`src/rtl/pxs_pkg.sv`:
```
package pxs_pkg;
   localparam int WORD_LEN  = 7;
   localparam int N_LANES   = 3;
   localparam int LANE_D1   = 0;
   localparam int LANE_D2   = 1;
   localparam int LANE_SYNC = 2;

   localparam logic [WORD_LEN-1:0] SYNC_FRAME = 7'b1110000;
   localparam logic [WORD_LEN-1:0] SYNC_PIXEL = 7'b1100100;
   localparam logic [WORD_LEN-1:0] SYNC_IDLE  = 7'b1100000;

   typedef enum logic [1:0] {
      WK_OFF,
      WK_IDLE,
      WK_FRAME,
      WK_PIXEL
   } word_kind_e;
endpackage

```
`src/rtl/pxs_word_timer.sv`:
```
module pxs_word_timer #(
   parameter int WORD_LEN = 7
) (
   input  logic clk,
   input  logic rst_n,
   output logic word_end
);
   localparam int PH_W = $clog2(WORD_LEN);
   localparam logic [PH_W-1:0] LAST = PH_W'(WORD_LEN - 1);

   generate
      if (WORD_LEN < 2) begin : g_bad_len
         $error("pxs_word_timer: WORD_LEN must be at least 2");
      end
   endgenerate

   logic [PH_W-1:0] phase;

   always_ff @(posedge clk) begin
      if (!rst_n)              phase <= '0;
      else if (phase == LAST)  phase <= '0;
      else                     phase <= phase + 1'b1;
   end

   assign word_end = (phase == LAST);

   AST_PHASE_WRAP: assert property (@(posedge clk) disable iff (!rst_n)
      (phase == LAST) |=> (phase == '0));
   AST_PHASE_ADVANCE: assert property (@(posedge clk) disable iff (!rst_n)
      (phase != LAST) |=> (phase == PH_W'($past(phase) + 1'b1)));
endmodule

```
`src/rtl/pxs_word_builder.sv`:
```
module pxs_word_builder
   import pxs_pkg::*;
#(
   parameter int PIX_W    = 14,
   parameter int NARROW_W = 10
) (
   input  word_kind_e                         kind,
   input  logic                               narrow,
   input  logic [PIX_W-1:0]                   pix,
   output logic [N_LANES-1:0][WORD_LEN-1:0]   words
);
   localparam int HI_W  = NARROW_W - WORD_LEN;
   localparam int PAD_W = WORD_LEN - HI_W;

   generate
      if (PIX_W != 2 * WORD_LEN) begin : g_bad_pix
         $error("pxs_word_builder: PIX_W must fill two lane words");
      end
      if (NARROW_W <= WORD_LEN || NARROW_W >= PIX_W) begin : g_bad_narrow
         $error("pxs_word_builder: NARROW_W must lie between one word and PIX_W");
      end
   endgenerate

   logic [WORD_LEN-1:0] hi_wide;
   logic [WORD_LEN-1:0] hi_narrow;
   logic [WORD_LEN-1:0] lo_half;

   assign hi_wide   = pix[PIX_W-1:WORD_LEN];
   assign hi_narrow = {{PAD_W{1'b0}}, pix[NARROW_W-1:WORD_LEN]};
   assign lo_half   = pix[WORD_LEN-1:0];

   always_comb begin
      words = '0;
      unique case (kind)
         WK_IDLE:  words[LANE_SYNC] = SYNC_IDLE;
         WK_FRAME: words[LANE_SYNC] = SYNC_FRAME;
         WK_PIXEL: begin
            words[LANE_SYNC] = SYNC_PIXEL;
            words[LANE_D1]   = lo_half;
            words[LANE_D2]   = narrow ? hi_narrow : hi_wide;
         end
         default:  words = '0;
      endcase
   end
endmodule

```
`src/rtl/pxs_lane_shifter.sv`:
```
module pxs_lane_shifter #(
   parameter int LANES    = 3,
   parameter int WORD_LEN = 7
) (
   input  logic                             clk,
   input  logic                             rst_n,
   input  logic                             load,
   input  logic [LANES-1:0][WORD_LEN-1:0]   words,
   output logic [LANES-1:0]                 bits
);
   generate
      for (genvar l = 0; l < LANES; l++) begin : g_lane
         logic [WORD_LEN-1:0] sr;
         always_ff @(posedge clk) begin
            if (!rst_n)     sr <= '0;
            else if (load)  sr <= words[l];
            else            sr <= {sr[WORD_LEN-2:0], 1'b0};
         end
         assign bits[l] = sr[WORD_LEN-1];
      end
   endgenerate
endmodule

```
`src/rtl/pix_serializer.sv`:
```
module pix_serializer
   import pxs_pkg::*;
#(
   parameter int PIX_W    = 14,
   parameter int NARROW_W = 10
) (
   input  logic             clk,
   input  logic             rst_n,
   input  logic             en,
   input  logic             narrow_mode,
   input  logic             pix_valid,
   input  logic             pix_sof,
   input  logic [PIX_W-1:0] pix_data,
   output logic             pix_ready,
   output logic             lane_d1,
   output logic             lane_d2,
   output logic             lane_sync
);
   logic                               word_end;
   logic                               sof_done;
   logic                               need_frame;
   word_kind_e                         kind;
   logic [N_LANES-1:0][WORD_LEN-1:0]   words;
   logic [N_LANES-1:0]                 bits;

   pxs_word_timer #(.WORD_LEN(WORD_LEN)) u_timer (
      .clk      (clk),
      .rst_n    (rst_n),
      .word_end (word_end)
   );

   assign need_frame = pix_valid && pix_sof && !sof_done;

   always_comb begin
      if (!en)             kind = WK_OFF;
      else if (need_frame) kind = WK_FRAME;
      else if (pix_valid)  kind = WK_PIXEL;
      else                 kind = WK_IDLE;
   end

   assign pix_ready = word_end && en && !need_frame;

   always_ff @(posedge clk) begin
      if (!rst_n) begin
         sof_done <= 1'b0;
      end else if (word_end) begin
         if (kind == WK_FRAME)      sof_done <= 1'b1;
         else if (kind == WK_PIXEL) sof_done <= 1'b0;
      end
   end

   pxs_word_builder #(.PIX_W(PIX_W), .NARROW_W(NARROW_W)) u_builder (
      .kind   (kind),
      .narrow (narrow_mode),
      .pix    (pix_data),
      .words  (words)
   );

   pxs_lane_shifter #(.LANES(N_LANES), .WORD_LEN(WORD_LEN)) u_shift (
      .clk   (clk),
      .rst_n (rst_n),
      .load  (word_end),
      .words (words),
      .bits  (bits)
   );

   assign lane_d1   = bits[LANE_D1];
   assign lane_d2   = bits[LANE_D2];
   assign lane_sync = bits[LANE_SYNC];

   AST_READY_SINGLE: assert property (@(posedge clk) disable iff (!rst_n)
      pix_ready |=> !pix_ready);
   AST_OFF_QUIET: assert property (@(posedge clk) disable iff (!rst_n)
      (word_end && !en) |=> (!lane_d1 && !lane_d2 && !lane_sync));
   AST_SYNC_LEAD: assert property (@(posedge clk) disable iff (!rst_n)
      (word_end && en) |=> lane_sync);
   AST_FRAME_FIRST: assert property (@(posedge clk) disable iff (!rst_n)
      (pix_ready && pix_valid && pix_sof) |-> sof_done);
   AST_NARROW_PAD: assert property (@(posedge clk) disable iff (!rst_n)
      (pix_ready && pix_valid && narrow_mode) |=> !lane_d2);
   AST_IDLE_DATA: assert property (@(posedge clk) disable iff (!rst_n)
      (word_end && en && !pix_valid) |=> (!lane_d1 && !lane_d2));
endmodule

```
`config.mk`:
```
export PLATFORM = sky130hd
export DESIGN_NAME = pix_serializer
export DESIGN_NICKNAME = d
export VERILOG_FILES = /design/src/rtl/pxs_pkg.sv /design/src/rtl/pxs_word_timer.sv /design/src/rtl/pxs_word_builder.sv /design/src/rtl/pxs_lane_shifter.sv /design/src/rtl/pix_serializer.sv
export SDC_FILE = /design/constraint.sdc
export NUM_CORES = 1
export LEC_CHECK = 0
export ABC_AREA = 1
export BUFFER_PORTS_ARGS = -buffer_cell sky130_fd_sc_hd__buf_4
export CORE_MARGIN = 10
export CORE_UTILIZATION = 45
export CTS_CLUSTER_DIAMETER = 120
export CTS_CLUSTER_SIZE = 14
export DETAILED_ROUTE_END_ITERATION = 8
export PLACE_DENSITY = 0.7
export SYNTH_ARGS = -nofsm -noshare
export SYNTH_HDL_FRONTEND = slang
export SYNTH_SLANG_ARGS = --single-unit
```
`constraint.sdc`:
```
create_clock -name clk -period 1.3 [get_ports clk]
set_input_delay 0.065 -clock clk [delete_from_list [all_inputs] [get_ports clk]]
set_output_delay 0.065 -clock clk [all_outputs]
set_load 0.05 [all_outputs]
```
* Word level (Yosys, flattened, before mapping)
Cells that the tools add are included.
Cells by class: add/subtract/negate cells 1, muxes and demuxes 11, eq/ne operators 4, reductions and logical operators 11, bitwise operators 1
Operators by type and width (number):
- $mux W7 | 4
- $pmux W7 S3 | 1
- $mux W14 | 1
- $mux W2 | 3
- $eq A2 B2 Y1 const B | 2
- $logic_and A1 B1 Y1 | 4
- $reduce_and A2 Y1 | 2
- $add A3 B1 Y3 const B | 1
- $eq A3 B3 Y1 const B | 1
- $reduce_and A3 Y1 | 1
- $eq A2 B1 Y1 const B | 1
- $logic_not A1 Y1 | 2
- $mux W1 | 2
- $reduce_bool A2 Y1 | 1
- $reduce_or A2 Y1 | 1
- $not A1 Y1 | 1
Word-level totals: output and inout bits 4, register bits after elaboration 25, input bits 20

* Depth between registers and ports, before layout
word-level depth 7, gate-level depth with buffers 8, gate-level depth less buffers 7

* Modules after synthesis
From an unflattened synthesis, not the netlist that was laid out.
Unflattened totals: cells, all modules 199, area, all modules 1306.3 µm²
Modules (own cells, without submodules):
- pxs_lane_shifter | instances 1, area an instance 889.6 µm², cells each 127, sequential area each 420.4 µm²
- pxs_word_builder | instances 1, area an instance 205.2 µm², cells each 40, sequential area each 0.0 µm²
- pxs_word_timer | instances 1, area an instance 135.1 µm², cells each 17, sequential area each 60.1 µm²
- pix_serializer | instances 1, area an instance 76.3 µm², cells each 15, sequential area each 20.0 µm²

* Least setup slack after synthesis
Ideal clock, no wire load.
path kind reg2out, start register u_timer.phase[0], end output port pix_ready, path slack -0.214 ns, data arrival time 1.449 ns, cell stages (with the launch flop) 5, required time 1.235 ns, cells stage by stage dfxtp_1 > inv_1 > ha_1 > nand3_2 > a31oi_1
Between the ends: longest elaborated chain between the ends 3
RTL lines:
- start: declaration | line pxs_word_timer.sv:17 | logic [PH_W-1:0] phase;
- start signal: assignment | line pxs_word_timer.sv:22 | else phase <= phase + 1'b1;
- $eq A3 B3 Y1 | line pxs_word_timer.sv:25 | assign word_end = (phase == LAST);
- $logic_and A1 B1 Y1 (2 in series) | line pix_serializer.sv:41 | assign pix_ready = word_end && en && !need_frame;
- end: declaration | line pix_serializer.sv:14 | output logic pix_ready,
No other way between the ends.

* Worst setup path in the final report
Ends and elaborated chain as after synthesis.

==> impl_summary.log <==
[metrics] status: complete, but fails checks
[metrics] failing checks: negative setup slack
[metrics] Final Total Pwr: 0.001187 W
[metrics] Clock Latency Late Sink: slightly below 0.3 ns
[metrics] worst reg2reg startpoint: u_timer.phase[0]$_SDFF_PP0_
[metrics] Total Neg Setup Slack: -0.001228 ns
[metrics] Mapped Area: 889.6 um2
[metrics] vias per std cell: about 4.4
[metrics] share of the clock period used by the worst path after layout: 100.1%
[metrics] CP endpoint kind: primary output
[metrics] layout cells sized above 1: 31.13%
[metrics] horizontal die dimension: 64.46 um
[metrics] sequential cell area in the final layout: between 400 and 500 um2
[metrics] vias after detailed routing: 792
[metrics] signed area change from the synthesized netlist to the final layout: 44.87%
[metrics] wire length of the first global-routing pass: 3229 um
[metrics] Leak: ~0.64 nW
[metrics] length of the first detailed-routing pass in iterations: 4
[metrics] final layout net count: between 150 and 200
[metrics] total number of H-tree levels: 1
[metrics] overall routed net length: between 2000 and 2500 um
[metrics] post-DP HPWL: around 1400 um
[metrics] largest driver fanout on the critical path: 2
[metrics] placeable core region: around 1900 um2
[metrics] maximum capacitance violations: 0
[metrics] DIE HEIGHT: roughly 64 um
[metrics] transition time at the pin with the least slew margin: 0.1803 ns
[metrics] startpoint of the most critical hold path: narrow_mode
[metrics] family with the most delay on the worst path: flip-flops
[metrics] final number of setup-violating endpoints: 1
[metrics] total area of multi-input combinational cells: between 300 and 400 um2
[metrics] minimum clock period after layout: about 1.3 ns
[metrics] clock slew at the register clock pins of the worst setup and hold paths: 0.11 ns
[metrics] unrepaired setup endpoints after global routing: true
[metrics] largest net degree at the start of global routing: 13
[metrics] slowest cell delay on critical path: around 0.34 ns
[metrics] TritonCTS clock tree: built
[metrics] placed cell areas: roughly 1100 um2
[metrics] critical path cell sequence: inv_2, ha_4, nand3_4, a31oi_2, buf_6
[metrics] via count of the first global-routing pass: between 700 and 800
[metrics] Port-buffer cells: 23
[metrics] cell type of the slowest stage on the worst timing path: dfxtp_2
[metrics] sum of buffers and inverters on the critical path: 2
[metrics] number of storage elements in the synthesis netlist: 23
[metrics] sequential fraction of the synthesis area: about half
[metrics] Clock Sink Count: 23
[metrics] number of endpoints with negative hold slack in the final report: 0
[metrics] First DRT Iteration DRCs: 15
[metrics] Root Buffer Master: clkbuf_4
[metrics] global-route congestion overflow total: 0
[metrics] required time at the endpoint of the critical path: between 1 and 1.5 ns
[metrics] Setup CP Type: reg2out
[metrics] RD Place Congestion: 0.6956
[metrics] full die area: 4155 um2
[metrics] Detail Route Antenna Nets: 0
[metrics] final worst slack: -0.001228 ns
[metrics] depth of the worst hold-timing path: 4
[metrics] Clock Path Buffers: 2
[metrics] filler cell count: roughly 160
[metrics] initial standard-cell utilization of the core: between 40% and 50%
[metrics] depth of the most critical reg-to-reg path: 8
[metrics] std cell rows: 16
[metrics] clock buffer count from CTS: 3
[metrics] unique cell type count in the Yosys netlist: 14
[metrics] clk_skew: 0.002422 ns
[metrics] post-synthesis net count: 132
[metrics] fraction of the core area covered by cells at the end of the flow: between 60% and 70%
[metrics] total number of yosys warnings: 0
[metrics] signal arrival time at the worst endpoint: between 1 and 1.5 ns
[metrics] I/O pin count: 24
[metrics] reg-to-reg endpoint: u_shift.g_lane[0].sr[3]$_SDFF_PN0_
[metrics] number of max-slew violations in the final report: 0
[metrics] number of antenna violations at the first check in global routing: 0
[metrics] drt drc: 0
[metrics] sink of the worst hold path: u_shift.g_lane[1].sr[4]$_SDFF_PN0_
[metrics] global routing usage summed across all routing layers: 9.632%
[metrics] mean instance size in the synthesized netlist: 8.087 um2
[metrics] Max VDD drop: just over 0.7 mV
[metrics] antenna cells: 0
[metrics] relative slew slack: 87.94%
[metrics] Final Cell Area: 1289 um2
[metrics] highest clock frequency the design can meet: a little under 800 MHz
[metrics] Wirelength per Cell: between 10 and 15 um
[metrics] class of the most critical hold timing path: in2reg
[metrics] critical path startpoint category: register
[metrics] slack of the worst reg-to-reg path: about 0.10 ns
[metrics] minimum setup slack after placement: 0.08701 ns
[metrics] Power per Cell Area: 920.7 nW/um2
[metrics] Synth Instances: 110
-- stage by stage --
stage / cells / hold slack (ns)
final: 178 / 0.04885
after detailed placement: 161 / 0.2926
after CTS: 176 / 0.002596
after floorplan: 110 / 0.1772
after global routing: 178 / 0.05663
after global placement: 161 / 0.2797
-- tightest hold or removal path: stages --
cell and delay, ns:
buf_4 0.10, nor2_1 0.04, nand3_1 0.06, nand2_1 0.04
-- how the worst max path moves through the flow --
stage	startpoint	to	slack, ns	cells past startpoint
final	u_timer.phase[0]$_SDFF_PP0_	pix_ready	-0.001	5
after global routing	u_timer.phase[0]$_SDFF_PP0_	pix_ready	-0.07	5
after CTS	u_timer.phase[0]$_SDFF_PP0_	pix_ready	-0.007	5
after detailed placement	u_timer.phase[0]$_SDFF_PP0_	u_shift.g_lane[1].sr[6]$_SDFF_PN0_	0.09	8
after global placement	u_timer.phase[0]$_SDFF_PP0_	u_shift.g_lane[1].sr[6]$_SDFF_PN0_	0.15	8
after floorplan	u_timer.phase[0]$_SDFF_PP0_	pix_ready	0.06	4
-- placed cells by master (no fill, tap or decap), drive strengths merged --
cell type,synthesis,routed
inv,14,14
xnor2,1,1
ha,2,2
a21oi,1,1
dfxtp,23,23
dlygate4sd3,0,11
nand3,15,15
a31oi,1,1
nor2,15,15
nand2,34,34
o21ai,1,1
buf,3,29
clkbuf,0,4
-- per-layer routing --
layer | track usage [%] | up-vias | routed length (um)
met3 | 3.436 | 4 | 90
met1 | 8.640 | 352 | 750
li1 | - | 420 | -
met4 | 4.545 | 0 | 45
met5 | 0 | - | 0
met2 | 18.60 | 16 | 1139
-- timing repair --
| action | 4_1_cts | 5_1_grt |
|---|---|---|
| gates resized for setup | 6 | 1 |
| hold buffers | 9 | 2 |
| hold endpoints to repair | 9 | 2 |
| endpoints found under the setup margin | 1 | 1 |
| buffers inserted | 2 | 0 |
| pin swaps | 2 | 0 |
-- registers in the layout, summed over array words and instances (netlist names) --
register	count
sof_done	1
u_timer.phase	3
u_shift.g_lane.sr	19
-- kinds of logic after synthesis --
group	count (synthesis)	share of synthesized area [%]
and+or+nand+nor	64	32.49
DFF	23	51.76
buffers and inverters	17	9.704
AOI/OAI and AO/OA	3	2.250
adders and majority gates	2	2.812
xor gates and xnor gates	1	0.9847
-- cell type report --
class,count,area share (%)
timing repair buffer,40,26.70
multi-input combinational,70,28.64
inverter,14,4.078
sequential,23,35.92
tap,27,2.621
clock buffer,4,2.039
-- power breakdown --
group	switching, W	internal, W	total (W)
logic	0.0000633	0.0000905	0.000154
clock network	0.000189	0.000119	0.000308
registers	0.00000927	0.000715	0.000725
-- cells in the mapped netlist --
cell type  instances  area share, %
nor2_4             2            2.5
o21ai_0            1           0.56
nor2_1            13            5.5
a31oi_1            1           0.70
nand2_1           34             14
inv_1             10            4.2
a21oi_2            1           0.98
nand3_2            3            3.4
ha_1               2            2.8
nand3_1           12            6.8
xnor2_1            1           0.98
inv_2              4            1.7
dfxtp_1           23             52
buf_6              3            3.8
Power figures use the tool's default switching activity.
